### config.mk
export PLATFORM = sky130hd
export DESIGN_NAME = deadline_timebase
export DESIGN_NICKNAME = d
export VERILOG_FILES = /design/src/rtl/tbase_pkg.sv /design/src/rtl/us_prescaler.sv /design/src/rtl/us_counter.sv /design/src/rtl/time_extend.sv /design/src/rtl/deadline_timebase.sv
export SDC_FILE = /design/constraint.sdc
export NUM_CORES = 1
export LEC_CHECK = 0
export CAP_MARGIN = 5
export CORE_MARGIN = 2
export CORE_UTILIZATION = 35
export CTS_CLUSTER_DIAMETER = 100
export CTS_CLUSTER_SIZE = 40
export DETAILED_ROUTE_END_ITERATION = 12
export DONT_BUFFER_PORTS = 1
export PLACE_DENSITY_LB_ADDON = 0.2
export SYNTH_ARGS = -nofsm -noshare
export SYNTH_HDL_FRONTEND = slang
export SYNTH_HIERARCHICAL = 1
export SYNTH_SLANG_ARGS = --single-unit
### constraint.sdc
create_clock -name clk -period 7.2 [get_ports clk]
set_input_delay 0.36 -clock clk [delete_from_list [all_inputs] [get_ports clk]]
set_output_delay 0.36 -clock clk [all_outputs]
set_load 0.01 [all_outputs]
### src/rtl/tbase_pkg.sv
package tbase_pkg;
  localparam int TIME_W = 64;
  typedef logic [TIME_W-1:0] abs_t;

  // Clamp a requested deadline into the window [now+lead_min, now+lead_max].
  function automatic abs_t pick_target(input abs_t now, input logic has_dl, input abs_t dl,
                                       input abs_t lead_min, input abs_t lead_max);
    abs_t lo;
    abs_t hi;
    lo = now + lead_min;
    hi = now + lead_max;
    if (!has_dl)   return hi;
    if (dl <= lo)  return lo;
    if (dl < hi)   return dl;
    return hi;
  endfunction

  // Deadline reached at the given time.
  function automatic logic is_due(input logic has_dl, input abs_t dl, input abs_t now);
    return has_dl && (dl <= now);
  endfunction
endpackage

### src/rtl/us_prescaler.sv
module us_prescaler #(
  parameter int CLK_MHZ = 8
) (
  input  logic clk,
  input  logic rst_n,
  output logic us_step
);
  localparam int PW = (CLK_MHZ > 2) ? $clog2(CLK_MHZ) : 1;
  localparam logic [PW-1:0] LAST = PW'(CLK_MHZ - 1);

  logic [PW-1:0] div_q;

  assign us_step = (div_q == LAST);

  always_ff @(posedge clk or negedge rst_n) begin
    if (!rst_n)       div_q <= '0;
    else if (us_step) div_q <= '0;
    else              div_q <= div_q + 1'b1;
  end
endmodule

### src/rtl/us_counter.sv
module us_counter #(
  parameter int CNT_W = 16
) (
  input  logic             clk,
  input  logic             rst_n,
  input  logic             us_step,
  output logic [CNT_W-1:0] cnt,
  output logic             fresh
);
  always_ff @(posedge clk or negedge rst_n) begin
    if (!rst_n) begin
      cnt   <= '0;
      fresh <= 1'b0;
    end else begin
      fresh <= us_step;
      if (us_step) cnt <= cnt + 1'b1;
    end
  end
endmodule

### src/rtl/time_extend.sv
module time_extend
  import tbase_pkg::*;
#(
  parameter int CNT_W = 16
) (
  input  logic             clk,
  input  logic             rst_n,
  input  logic [CNT_W-1:0] cnt,
  output abs_t             now,
  output logic             wrapped
);
  localparam abs_t SPAN = abs_t'(1) << CNT_W;

  abs_t             base_q;
  abs_t             base_eff;
  logic [CNT_W-1:0] last_q;

  assign wrapped  = (cnt < last_q);
  assign base_eff = wrapped ? (base_q + SPAN) : base_q;
  assign now      = base_eff + abs_t'(cnt);

  always_ff @(posedge clk or negedge rst_n) begin
    if (!rst_n) begin
      base_q <= '0;
      last_q <= '0;
    end else begin
      base_q <= base_eff;
      last_q <= cnt;
    end
  end
endmodule

### src/rtl/deadline_timebase.sv
module deadline_timebase
  import tbase_pkg::*;
#(
  parameter int CLK_MHZ  = 8,
  parameter int CNT_W    = 16,
  parameter int LEAD_MIN = 50,
  parameter int LEAD_MAX = 50000,
  parameter int INIT_CMP = 1000
) (
  input  logic             clk,
  input  logic             rst_n,
  input  logic [63:0]      dl_time,
  input  logic             dl_valid,
  input  logic             dl_load,
  output logic [63:0]      now_us,
  output logic             tick,
  output logic [CNT_W-1:0] cmp_applied
);
  localparam abs_t MIN_A = abs_t'(LEAD_MIN);
  localparam abs_t MAX_A = abs_t'(LEAD_MAX);

  logic             us_step;
  logic [CNT_W-1:0] cnt;
  logic             fresh;
  logic             wrapped;
  abs_t             now;
  logic             pend_q;
  abs_t             dl_q;
  logic             dl_retire;
  logic             pend_next;
  abs_t             target_abs;
  logic [CNT_W-1:0] cmp_q;

  us_prescaler #(.CLK_MHZ(CLK_MHZ)) u_pre (
    .clk(clk), .rst_n(rst_n), .us_step(us_step)
  );

  us_counter #(.CNT_W(CNT_W)) u_cnt (
    .clk(clk), .rst_n(rst_n), .us_step(us_step), .cnt(cnt), .fresh(fresh)
  );

  time_extend #(.CNT_W(CNT_W)) u_ext (
    .clk(clk), .rst_n(rst_n), .cnt(cnt), .now(now), .wrapped(wrapped)
  );

  assign tick      = fresh && (cnt == cmp_q);
  assign dl_retire = tick && is_due(pend_q, dl_q, now);
  assign pend_next = pend_q && !dl_retire;

  always_comb begin
    if (dl_load) target_abs = pick_target(now, dl_valid, dl_time, MIN_A, MAX_A);
    else         target_abs = pick_target(now, pend_next, dl_q, MIN_A, MAX_A);
  end

  always_ff @(posedge clk or negedge rst_n) begin
    if (!rst_n) begin
      cmp_q  <= CNT_W'(INIT_CMP);
      pend_q <= 1'b0;
      dl_q   <= '0;
    end else if (dl_load) begin
      pend_q <= dl_valid;
      dl_q   <= dl_time;
      cmp_q  <= target_abs[CNT_W-1:0];
    end else if (tick) begin
      pend_q <= pend_next;
      cmp_q  <= target_abs[CNT_W-1:0];
    end
  end

  assign now_us      = now;
  assign cmp_applied = cmp_q;
endmodule

After elaboration in Yosys (flattened, before gate mapping)
Index checks and enable logic that the tools add are counted.
{"block": "op_classes", "addsub": 6, "magnitude_cmp": 6, "n_eq_ne": 2, "n_mux": 37, "n_reduce_logical": 6}
{"op": "$mux W16", "n": 15}
{"op": "$le A64 B64 Y1", "n": 3}
{"op": "$lt A64 B64 Y1", "n": 2}
{"op": "$add A64 B16 Y64", "n": 1}
{"op": "$add A64 B16 Y64 const B", "n": 1}
{"op": "$add A64 B17 Y64 const B", "n": 1}
{"op": "$add A64 B6 Y64 const B", "n": 1}
{"op": "$mux W64", "n": 1}
{"op": "$mux W1", "n": 20}
{"op": "$add A16 B1 Y16 const B", "n": 1}
{"op": "$eq A16 B16 Y1", "n": 1}
{"op": "$lt A16 B16 Y1", "n": 1}
{"op": "$logic_and A1 B1 Y1", "n": 4}
{"op": "$add A3 B1 Y3 const B", "n": 1}
{"op": "$eq A3 B3 Y1 const B", "n": 1}
{"op": "$mux W3", "n": 1}
{"op": "$reduce_bool A2 Y1", "n": 1}
{"op": "$logic_not A1 Y1", "n": 1}
{"block": "totals", "register_bits": 181, "in_bits": 68, "output_inout_bits": 81, "wordCells": 65}

Longest topological paths before layout
{"block": "logic_depth", "ltp_word": 21, "ltp_mapped": 32}

By module
The synthesis kept the hierarchy.
{"module": "deadline_timebase", "instances": 1, "cells_each": 1621, "area_per_inst_um2": 13492.9, "seq_area_each_um2": 2034.5}
{"module": "time_extend", "instances": 1, "cells_each": 289, "area_per_inst_um2": 3129.3, "seq_area_each_um2": 1601.5}
{"module": "us_counter", "instances": 1, "cells_each": 57, "area_per_inst_um2": 720.7, "seq_area_each_um2": 425.4}
{"module": "us_prescaler", "instances": 1, "cells_each": 6, "area_per_inst_um2": 103.8, "seq_area_each_um2": 75.1}

Worst setup path after synthesis
Ideal clock, no wire load.
{"block": "synth_timing", "path_kind": "flip-flop to flip-flop", "startpoint": "register u_cnt.cnt[9]", "endpoint": "register cmp_q[15], in the netlist cmp_applied[15]", "arrival_ns": 6.844, "required_time_ns": 7.074, "slack_ns": 0.230, "stages_incl_launch_ff": 29, "path_buffers": 3, "period_less_slack_ns": 6.970, "cell_sequence": "dfrtp_1 -> ha_1 -> nand4_1 -> or3_1 -> o41a_1 -> nand4_1 -> buf_2 -> nor2_1 -> xor2_1 -> clkbuf_2 -> inv_1 -> or4_1 -> nor4_1 -> or4b_2 -> nor3_1 -> nand2_1 -> xnor2_1 -> ha_1 -> nand4_1 -> nor4_1 -> nand3_1 -> or3_1 -> a31oi_1 -> o22ai_1 -> or2_1 -> clkbuf_1 -> o31ai_1 -> o21ai_0 -> a221o_1"}
{"block": "synth_between", "elab_chain_len": 15, "word_cells_on_any_way": 48, "classes_between": "add/sub: 3; order compare: 6; eq/ne: 1; mux: 32; reduce/logical: 6"}
{"item": "from (decl)", "line": "us_counter.sv:7", "source": "output logic [CNT_W-1:0] cnt,"}
{"item": "from (signal assigned)", "line": "us_counter.sv:16", "source": "if (us_step) cnt <= cnt + 1'b1;"}
{"item": "$lt A16 B16 Y1", "line": "time_extend.sv:18", "source": "assign wrapped = (cnt < last_q);"}
{"item": "$mux W64", "line": "time_extend.sv:19", "source": "assign base_eff = wrapped ? (base_q + SPAN) : base_q;"}
{"item": "$add A64 B16 Y64 *", "line": "time_extend.sv:20", "source": "assign now = base_eff + abs_t'(cnt);"}
{"item": "via now_us[38]", "line": "deadline_timebase.sv:15", "source": "output logic [63:0] now_us,"}
{"item": "$add A64 B16 Y64", "line": "tbase_pkg.sv:11", "source": "hi = now + lead_max;"}
{"item": "$lt A64 B64 Y1", "line": "tbase_pkg.sv:14", "source": "if (dl < hi) return dl;"}
{"item": "$mux W1 (2 in a row)", "line": "tbase_pkg.sv:14"}
{"item": "$mux W1", "line": "tbase_pkg.sv:13", "source": "if (dl <= lo) return lo;"}
{"item": "$mux W1", "line": "deadline_timebase.sv:51", "source": "if (dl_load) target_abs = pick_target(now, dl_valid, dl_time, MIN_A, MAX_A);"}
{"item": "$mux W16", "line": "tbase_pkg.sv:15", "source": "return hi;"}
{"item": "$mux W16", "line": "tbase_pkg.sv:14"}
{"item": "$mux W16", "line": "tbase_pkg.sv:13"}
{"item": "$mux W16 *", "line": "deadline_timebase.sv:51"}
{"item": "$mux W16", "line": "deadline_timebase.sv:64", "source": "end else if (tick) begin"}
{"item": "$mux W16 *", "line": "deadline_timebase.sv:60", "source": "end else if (dl_load) begin"}
{"item": "to (signal assigned)", "line": "deadline_timebase.sv:57", "source": "cmp_q <= CNT_W'(INIT_CMP);"}
{"item": "to (signal assigned)", "line": "deadline_timebase.sv:63", "source": "cmp_q <= target_abs[CNT_W-1:0];"}
{"item": "to (signal assigned)", "line": "deadline_timebase.sv:66", "source": "cmp_q <= target_abs[CNT_W-1:0];"}
{"item": "to (decl)", "line": "deadline_timebase.sv:32", "source": "logic [CNT_W-1:0] cmp_q;"}
Mark *: on every way through the listed nets, which the timed path passes. The rest lies on a longest branch. The select of a mux whose other input is x is not followed.
A chain may end at the register's enable or synchronous reset.

Worst setup path after layout
{"block": "layout_timing", "startpoint": "register u_cnt.cnt[11]", "endpoint": "register cmp_q[15], in the netlist cmp_applied[15]"}
{"block": "layout_between", "elab_chain_len": 15, "word_cells_on_any_way": 48, "classes_between": "add/sub: 3; order compare: 6; eq/ne: 1; mux: 32; reduce/logical: 6"}
{"item": "$lt A16 B16 Y1", "line": "time_extend.sv:18"}
{"item": "$mux W64", "line": "time_extend.sv:19"}
{"item": "$add A64 B16 Y64", "line": "time_extend.sv:20"}
{"item": "$add A64 B16 Y64", "line": "tbase_pkg.sv:11"}
{"item": "$lt A64 B64 Y1", "line": "tbase_pkg.sv:14"}
{"item": "$mux W1 (2 in a row)", "line": "tbase_pkg.sv:14"}
{"item": "$mux W1", "line": "tbase_pkg.sv:13"}
{"item": "$mux W1", "line": "deadline_timebase.sv:51"}
{"item": "$mux W16", "line": "tbase_pkg.sv:15"}
{"item": "$mux W16", "line": "tbase_pkg.sv:14"}
{"item": "$mux W16", "line": "tbase_pkg.sv:13"}
{"item": "$mux W16", "line": "deadline_timebase.sv:51"}
{"item": "$mux W16", "line": "deadline_timebase.sv:64"}
{"item": "$mux W16", "line": "deadline_timebase.sv:60"}
Parallel ways exist; a longest one is shown, timed or not. The select of a mux whose other input is x is not followed.

==> impl_metrics.json <==
{
  "drtIter0Drc": 1624,
  "die_y_um": 227,
  "post-route-period-util_pct": 98.8,
  "drt-vias-per-instance": 5.76,
  "hold_violations": 0,
  "cts_sinks": 165,
  "rows": 81,
  "cts.path.max_buffers": 2,
  "port_buffers": 0,
  "placed_cells": 2854,
  "synth_area_um2": 17400,
  "min_period_ns": 7.12,
  "setup.worst_path.start": "u_cnt/cnt[11]",
  "placed_cell_area_um2": 20100,
  "final_cell_area_um2": 22400,
  "grt_max_degree": 166,
  "n_fill_cell": 4873,
  "powerDensity_nw_per_um2": 118,
  "synth_edf_count": 0,
  "cp-start-kind": "register",
  "maxSlewHeadroom_pct": 33.9,
  "finalSetupViolations": 0,
  "max_cap_violations": 0,
  "synth_fp_nets": 2376,
  "reg2reg_depth": 33,
  "clk_latency_ns": 0.51,
  "ys_warn_count": 6,
  "critical_path.top_delay_family": "simple AND/OR/NAND/NOR gates",
  "dp_hpwl_um": 56200,
  "path_depth": 33,
  "reg2reg_from": "u_cnt/cnt[11]",
  "rsz0062_at_grt": "yes",
  "boundaryPins": 149,
  "critPathKind": "reg2reg",
  "die-area_um2": 51600,
  "numCtsBuffers": 17,
  "worstPathArrival_ns": 7.52,
  "routed_wl_um": 72400,
  "final_cell_count_no_fill": 2998,
  "area_delta_synth_final_pct": 28.6,
  "ys.flop_type": "dfrtp_1",
  "first_pass_iters": 6,
  "layout_common_cells": "ha_1, buf_4, xnor2_1, dfrtp_1, nand2_1",
  "synth_top_cell_area_share_pct": 24.0,
  "utilization_pct": 45.7,
  "async_flop_share_pct": 100,
  "synth_largest_area_cell": "ha_1",
  "end_kind": "register",
  "synth_area_leaders": "ha_1, dfrtp_1, xnor2_1",
  "drive_gt1_share_pct": 23.9,
  "clock-root-buffer": "clkbuf_16",
  "start_util_pct": 35.6,
  "antenna_left": 0,
  "slew_viol_final": 0,
  "coreArea_um2": 49100,
  "r2r_slack_ns": 0.08,
  "path_common_cell": "buf_4",
  "wl_per_cell_um": 24.2,
  "seq_area_frac_synth_pct": 23.7,
  "crit_end": "cmp_applied[15]",
  "track_usage_pct": 28.2,
  "layout_commonest_cell": "ha_1",
  "die_w_um": 227,
  "cts_tree": "yes",
  "htree_num_levels": 4,
  "grt_pass1_wl_um": 108000,
  "synth_cell_type_count": 78,
  "overflow": 0,
  "crit_path_max_incr_delay_ns": 0.48,
  "avgSynthCellArea_um2": 8.84,
  "p_leak_nw": 9.26,
  "num_vias": 17274,
  "cp_max_fo": 8,
  "grt_pass1_vias": 17313,
  "final_nets": 2723,
  "min_path_type": "in2reg",
  "worstPathRequired_ns": 7.60,
  "cts.reportedPaths.clkPinSlew_ns": 0.08,
  "antenna_found_initial": 1,
  "gp_congestion": 0.973,
  "drcViolationCount": 0,
  "reg2reg_to": "cmp_applied[15]",
  "crit_buf_inv": 10,
  "status": "complete, no violations",
  "setup_tns_ns": 0,
  "syn_inst": 1973,
  "skew_ns": 0.0152,
  "p_total_mw": 2.64,
  "cp_slowest_cell": "or4b_4",
  "timing.fmax_ghz": 0.141,
  "tightest_slew_ns": 0.989,
  "vdd_drop_max_mv": 0.191,
  "synth_seq_cells": 165
}
flip-flops by register name, indices dropped and copies added, names as in the netlist:
name and flops:
dl_q 64, u_ext/base_q 48, cmp_applied 16, u_cnt/cnt 16, u_ext/last_q 16, u_pre/div_q 3
pend_q 1, u_cnt/fresh 1
through the flow:
stage,hold slack [ns],setup slack (ns)
after detailed placement,0.0816,-0.849
after global routing,0.0239,-0.224
after floorplan,0.0644,0.230
after global placement,0.0727,-0.741
after CTS,0.00594,-0.0498
final,0.0579,0.0836
Yosys cell counts (20+ instances only):
| cell | n |
|---|---|
| nand3_1 | 100 |
| nand2_1 | 139 |
| dfrtp_1 | 159 |
| a21o_1 | 28 |
| nor2_1 | 126 |
| a21oi_1 | 112 |
| xor2_1 | 25 |
| nand4_1 | 94 |
| inv_1 | 117 |
| o21ai_0 | 82 |
| mux2_2 | 61 |
| nor4_1 | 31 |
| ha_1 | 335 |
| xnor2_1 | 171 |
| clkbuf_1 | 20 |
| nor3_1 | 51 |
worst reg2reg max path, delay by kind of cell (launching register included):
kind / cells / cell delay (ns)
AOI/OAI and AO/OA: 6 / 1.31
DFF: 1 / 0.41
xor gates and xnor gates: 2 / 0.34
buffers and inverters: 10 / 1.52
adders and majority gates: 2 / 0.55
and+or+nand+nor: 13 / 2.90
cell type report:
cell class / instances / area, um^2 / share of cell area (%)
Multi-Input combinational cell: 1627 / 13200 / 59.1
Sequential cell: 165 / 4140 / 18.4
Timing Repair Buffer: 390 / 3180 / 14.2
Tap cell: 664 / 831 / 3.70
Inverter: 119 / 452 / 2.01
Clock buffer: 19 / 433 / 1.93
Clock inverter: 13 / 143 / 0.636
Antenna cell: 1 / 2.50 / 0.0112
worst min path at each step:
stage,cells after the start,start,to,slack (ns)
6_report,2,dl_time[6],cmp_applied[6],0.06
5_1_grt,1,dl_load,dl_q[7],0.02
4_1_cts,1,dl_load,cmp_applied[0],0.006
3_5_place_dp,0,rst_n,u_ext/base_q[27],0.08
3_3_place_gp,0,rst_n,u_ext/base_q[25],0.07
2_1_floorplan,0,rst_n,cmp_applied[0],0.06
metal layers:
layer  track usage, %  routed length, um  part of all wire, %  vias up
li1                 -                  -                    -     8022
met1             37.7              32000                   44     8398
met2             44.7              32200                   44      718
met3             5.70               5690                  7.9      136
met4             10.5               2460                  3.4        0
met5                0                  0                    0        -
kinds of logic (layout without fill, tap and decap cells):
kind of cell | Yosys count | after routing | share of synthesized area (%)
and+or+nand+nor | 649 | 650 | 19.5
AOI/OAI and AO/OA | 382 | 382 | 14.3
adders and majority gates | 335 | 335 | 24.0
xor gates and xnor gates | 196 | 196 | 9.84
buffers and inverters | 182 | 541 | 4.51
DFF | 165 | 165 | 23.7
muxes | 64 | 64 | 4.12
other | 0 | 1 | 0
report_power, final:
group / internal, mW / switching, mW
Sequential: 0.973 / 0.0840
Combinational: 0.296 / 0.321
Clock: 0.489 / 0.482
what timing repair did:
action | in CTS | in global routing
pin swaps | 35 | 51
hold endpoints to repair | 234 | 3
hold buffers | 68 | 1
resized for setup | 53 | 114
gates cloned | 1 | 0
endpoints found under the setup margin | 16 | 16
setup buffers | 18 | 25
No activity file was read; power rests on OpenSTA's default activity.
